File: src/rtl/bct_pkg.sv
package bct_pkg;
  localparam int CODE_W = 3;
  typedef enum logic [1:0] {
    RATE_NORM = 2'd0,
    RATE_SW2  = 2'd1,
    RATE_SW1  = 2'd2
  } rate_e;
endpackage

File: src/rtl/bct_decode.sv
module bct_decode
  import bct_pkg::*;
(
  input  logic [CODE_W-1:0] prog,
  input  logic              uv_test,
  input  logic              t1_test,
  output logic              time_mode,
  output logic [CODE_W:0]   limit_units,
  output rate_e             rate
);
  localparam logic [CODE_W:0] ONE = (CODE_W+1)'(1);

  always_comb begin
    time_mode   = |prog;
    limit_units = {1'b0, prog} + ONE;
    if (uv_test && t1_test)
      rate = RATE_SW2;
    else if (uv_test)
      rate = RATE_SW1;
    else
      rate = RATE_NORM;
  end
endmodule

File: src/rtl/bct_prescale.sv
module bct_prescale
  import bct_pkg::*;
#(
  parameter int LOW_W      = 31,
  parameter int SW1_STAGES = 19,
  parameter int SW2_STAGES = 11
) (
  input  logic  clk,
  input  logic  rst_n,
  input  logic  clr,
  input  logic  en,
  input  rate_e rate,
  output logic  unit_tick
);
  localparam logic [LOW_W:0] STEP_NORM = (LOW_W+1)'(1);
  localparam logic [LOW_W:0] STEP_SW1  = STEP_NORM << SW1_STAGES;
  localparam logic [LOW_W:0] STEP_SW2  = STEP_NORM << SW2_STAGES;

  logic [LOW_W-1:0] low_q;
  logic [LOW_W:0]   step;
  logic [LOW_W:0]   sum;

  always_comb begin
    unique case (rate)
      RATE_SW1: step = STEP_SW1;
      RATE_SW2: step = STEP_SW2;
      default:  step = STEP_NORM;
    endcase
    sum       = {1'b0, low_q} + step;
    unit_tick = en && sum[LOW_W];
  end

  always_ff @(posedge clk or negedge rst_n) begin
    if (!rst_n)
      low_q <= '0;
    else if (clr)
      low_q <= '0;
    else if (en)
      low_q <= sum[LOW_W-1:0];
  end
endmodule

File: src/rtl/bct_limit.sv
module bct_limit
  import bct_pkg::*;
(
  input  logic            clk,
  input  logic            rst_n,
  input  logic            clr,
  input  logic            hold,
  input  logic            unit_tick,
  input  logic [CODE_W:0] limit_units,
  output logic [CODE_W:0] unit_cnt,
  output logic            expired
);
  localparam logic [CODE_W:0] ONE = (CODE_W+1)'(1);

  logic [CODE_W:0] next_cnt;
  assign next_cnt = unit_cnt + ONE;

  always_ff @(posedge clk or negedge rst_n) begin
    if (!rst_n) begin
      unit_cnt <= '0;
      expired  <= 1'b0;
    end else if (clr || hold) begin
      unit_cnt <= '0;
      expired  <= 1'b0;
    end else if (unit_tick && !expired) begin
      unit_cnt <= next_cnt;
      if (next_cnt == limit_units)
        expired <= 1'b1;
    end
  end
endmodule

File: src/rtl/backup_charge_timer.sv
module backup_charge_timer
  import bct_pkg::*;
#(
  parameter int LOW_W      = 31,
  parameter int SW1_STAGES = 19,
  parameter int SW2_STAGES = 11
) (
  input  logic              clk,
  input  logic              rst_n,
  input  logic              clr,
  input  logic              fast_en,
  input  logic [CODE_W-1:0] prog,
  input  logic              uv_test,
  input  logic              t1_test,
  output logic              expired,
  output logic              time_mode
);
  logic [CODE_W:0] limit_units;
  logic [CODE_W:0] unit_cnt;
  rate_e           rate;
  logic            unit_tick;
  logic            count_en;
  logic            chain_clr;

  bct_decode u_dec (
    .prog        (prog),
    .uv_test     (uv_test),
    .t1_test     (t1_test),
    .time_mode   (time_mode),
    .limit_units (limit_units),
    .rate        (rate)
  );

  assign count_en  = fast_en && time_mode && !expired;
  assign chain_clr = clr || !time_mode;

  bct_prescale #(
    .LOW_W      (LOW_W),
    .SW1_STAGES (SW1_STAGES),
    .SW2_STAGES (SW2_STAGES)
  ) u_pre (
    .clk       (clk),
    .rst_n     (rst_n),
    .clr       (chain_clr),
    .en        (count_en),
    .rate      (rate),
    .unit_tick (unit_tick)
  );

  bct_limit u_lim (
    .clk         (clk),
    .rst_n       (rst_n),
    .clr         (clr),
    .hold        (!time_mode),
    .unit_tick   (unit_tick),
    .limit_units (limit_units),
    .unit_cnt    (unit_cnt),
    .expired     (expired)
  );
endmodule

File: config.mk
export PLATFORM = sky130hd
export DESIGN_NAME = backup_charge_timer
export DESIGN_NICKNAME = d
export VERILOG_FILES = /design/src/rtl/bct_pkg.sv /design/src/rtl/bct_decode.sv /design/src/rtl/bct_prescale.sv /design/src/rtl/bct_limit.sv /design/src/rtl/backup_charge_timer.sv
export SDC_FILE = /design/constraint.sdc
export NUM_CORES = 1
export LEC_CHECK = 0
export CAP_MARGIN = 20
export CORE_ASPECT_RATIO = 2
export CORE_MARGIN = 10
export CORE_UTILIZATION = 55
export DETAILED_ROUTE_END_ITERATION = 8
export GPL_ROUTABILITY_DRIVEN = 0
export PLACE_DENSITY = 0.71
export SYNTH_ARGS = -nofsm -noshare
export SYNTH_HDL_FRONTEND = slang
export SYNTH_SLANG_ARGS = --single-unit
export TNS_END_PERCENT = 30
File: constraint.sdc
create_clock -name clk -period 3.6 [get_ports clk]
set_clock_uncertainty 0.15 [all_clocks]
set_input_delay 0.72 -clock clk [delete_from_list [all_inputs] [get_ports clk]]
set_output_delay 0.72 -clock clk [all_outputs]
set_load 0.005 [all_outputs]
==> metrics <==
status finished, final reports clean; VDD IR max 0.000316 V; power per cell area 347 nW/um^2; Slew @ Worst Pin 0.624 ns; Total Wirelength 4.74 mm; Mean Syn Cell Area 9.42 sq um; mapped cell area 2090 sq um; syn nets 238; post-synthesis sequential area ratio 43.1%; CP max FO 6; core area 3650 sq um; post-cts gate resize count 0; Post-DRT Antenna Nets 0; Avg WL per Cell 16.3 um; Hold Vio Cnt, Final 0; commonest cells in the netlist 36 x dfrtp_1, 28 x nor2_1, 19 x xnor2_1, 15 x nand2_1, 12 x nand3_1; biggest area consumer among synthesized cells dfrtp_1; top-count cell post-synth dfrtp_1; nets@finish 256; Setup CP Type in -> out; Area growth, synth to finish 14.0%; drt pass-1 iters 4; period utilization 90.6%; layout cells sized above 1 8.30%; DP Area 2270 sq um; Top Ports 11; Clock Sinks 36; final setup TNS 0 ns; via count 1738; Die Wd 63.6 um; critical path endpoint category output pin; vias per cell 5.99; Residual DRC 0; required time worst endpoint 2.73 ns; number of DRC markers after the initial detailed-route iteration 87; leak pwr 0.972 nW; CTS tree yes; clk_lat worst skew 0.29 ns; first-pass GRT wire length 8.40 mm; IO Port Bufs 10; share of flip-flops with an asynchronous set or reset 100%; cell area after layout 2380 sq um; flops & latches, synth 36; site row count 31; Primary FF master, synth dfrtp_1; synth unique cells 40; kind of start point of the critical path input pin; leading post-synthesis cells by cell area dfrtp_1 43%, xnor2_1 8.0%, nor2_1 5.0%, ha_1 4.2%, xor2_1 3.8%; synth warn 0; EDFF count, synth 0; Yosys top cell area share 43.1%; GRT Util Overall 15.0%; post-DP HPWL 3.59 mm; fmax 0.306 GHz; Clock Path Buffers 2; RSZ-0062 raised after global routing false; ANT cells 0; clk slew on worst S/H paths 0.07 ns; final setup fails 0; initial antenna violation count 0; Remaining Overflow, GRT 0; setup bufs post-CTS 0; Max Cap Viol 0; Worst EP arrival 2.39 ns; Initial Util 57.3%; Min-Delay Path Class reg -> reg; vias in the first global route 1834; post-layout min period 3.26 ns; largest net degree at the start of global routing 37; Final Max Slew Viols 0; H-tree Lvls 2; Die ar. 6820 sq um; root buffer cell clkbuf_8; Fillers 314; Gate Count Post-Synth 222; hold buffers post-CTS 0; Slew headroom 58.4%; TritonCTS buffer count 5; die height 107 um
==> routing by layer <==
layer | track usage (%) | wire length [um] | vias to the layer above
met5 | 0 | 0 | -
met4 | 7.23 | 140 | 0
met3 | 2.71 | 188 | 12
met2 | 28.8 | 2620 | 55
met1 | 14.7 | 1790 | 836
li1 | - | - | 835
==> worst max-delay path: stages <==
cell	delay, ns
clkdlybuf4s50_1	0.48
inv_1	0.09
ha_1	0.13
nor2b_1	0.33
inv_1	0.16
clkdlybuf4s50_1	0.48
==> registers in the layout, indices dropped and copies added (netlist names) <==
register	flops
u_lim.expired	1
u_lim.unit_cnt	4
u_pre.low_q	31
==> logic make-up after synthesis <==
logic type	Yosys count	synth area share [%]
flops	36	43.1
xor+xnor	28	11.7
fa+ha+maj	7	4.19
simple gates	107	28.1
compound gates	32	10.4
buf+inv	11	2.09
mux	1	0.479
==> area by class of cell <==
type	instances	area, sq um	area share, %
tap	49	61.3	2.57
clock buffer	5	68.8	2.89
clock inverter	3	42.5	1.78
sequential	36	901	37.8
inverter	7	26.3	1.10
multi-input combinational	175	1150	48.1
timing repair buffer	15	138	5.77
==> where the power goes <==
part           internal (mW)  leakage (nW)  switching, mW
Sequential             0.407         0.501        0.00217
Clock                  0.205        0.0541          0.144
Combinational         0.0280         0.416         0.0409
==> final timing paths <==
| check | from | endpoint | slack [ns] | cells after the start |
|---|---|---|---|---|
| hold / removal | u_pre.low_q[11]$_DFFE_PN0P_ | u_pre.low_q[11]$_DFFE_PN0P_ | 0.37 | 1 |
| min in group asynchronous | rst_n | u_pre.low_q[27]$_DFFE_PN0P_ | 0.69 | 2 |
| hold reg to reg | u_pre.low_q[11]$_DFFE_PN0P_ | u_pre.low_q[11]$_DFFE_PN0P_ | 0.37 | 1 |
| setup reg to reg | u_pre.low_q[0]$_DFFE_PN0P_ | u_pre.low_q[26]$_DFFE_PN0P_ | 1.36 | 7 |
| setup / recovery | prog[0] | time_mode | 0.34 | 6 |
| max in group asynchronous | rst_n | u_pre.low_q[16]$_DFFE_PN0P_ | 2.28 | 2 |
==> through the flow <==
stage	hold slack, ns	total power [mW]	utilization [%]	std cells	setup slack, ns
6_report	0.367	0.827	65.4	290	0.337
3_3_place_gp	0.344	0.484	62.3	282	0.394
3_5_place_dp	0.343	0.487	62.3	282	0.330
5_1_grt	0.400	0.865	65.4	290	0.185
4_1_cts	0.367	0.841	65.4	290	0.321
2_1_floorplan	0.274	0.452	-	222	1.07
==> placed cells by master, fill, tap and decap left out, types with 3 or more instances in the layout <==
cell type,Yosys,layout
nand4_1,11,11
inv_1,7,7
a22o_1,4,4
nor3_1,9,9
buf_4,0,5
ha_1,7,7
and4_1,3,3
nor2_1,28,28
xor2_1,9,9
and3_1,5,5
or4_1,4,4
dfrtp_1,36,36
nand3_1,12,12
o21ai_0,7,7
a21oi_1,9,9
or3_1,7,7
clkdlybuf4s50_1,0,10
nand2_1,15,15
o31ai_1,3,3
xnor2_1,19,19
clkbuf_8,0,5
Power figures use the tool's default switching activity.
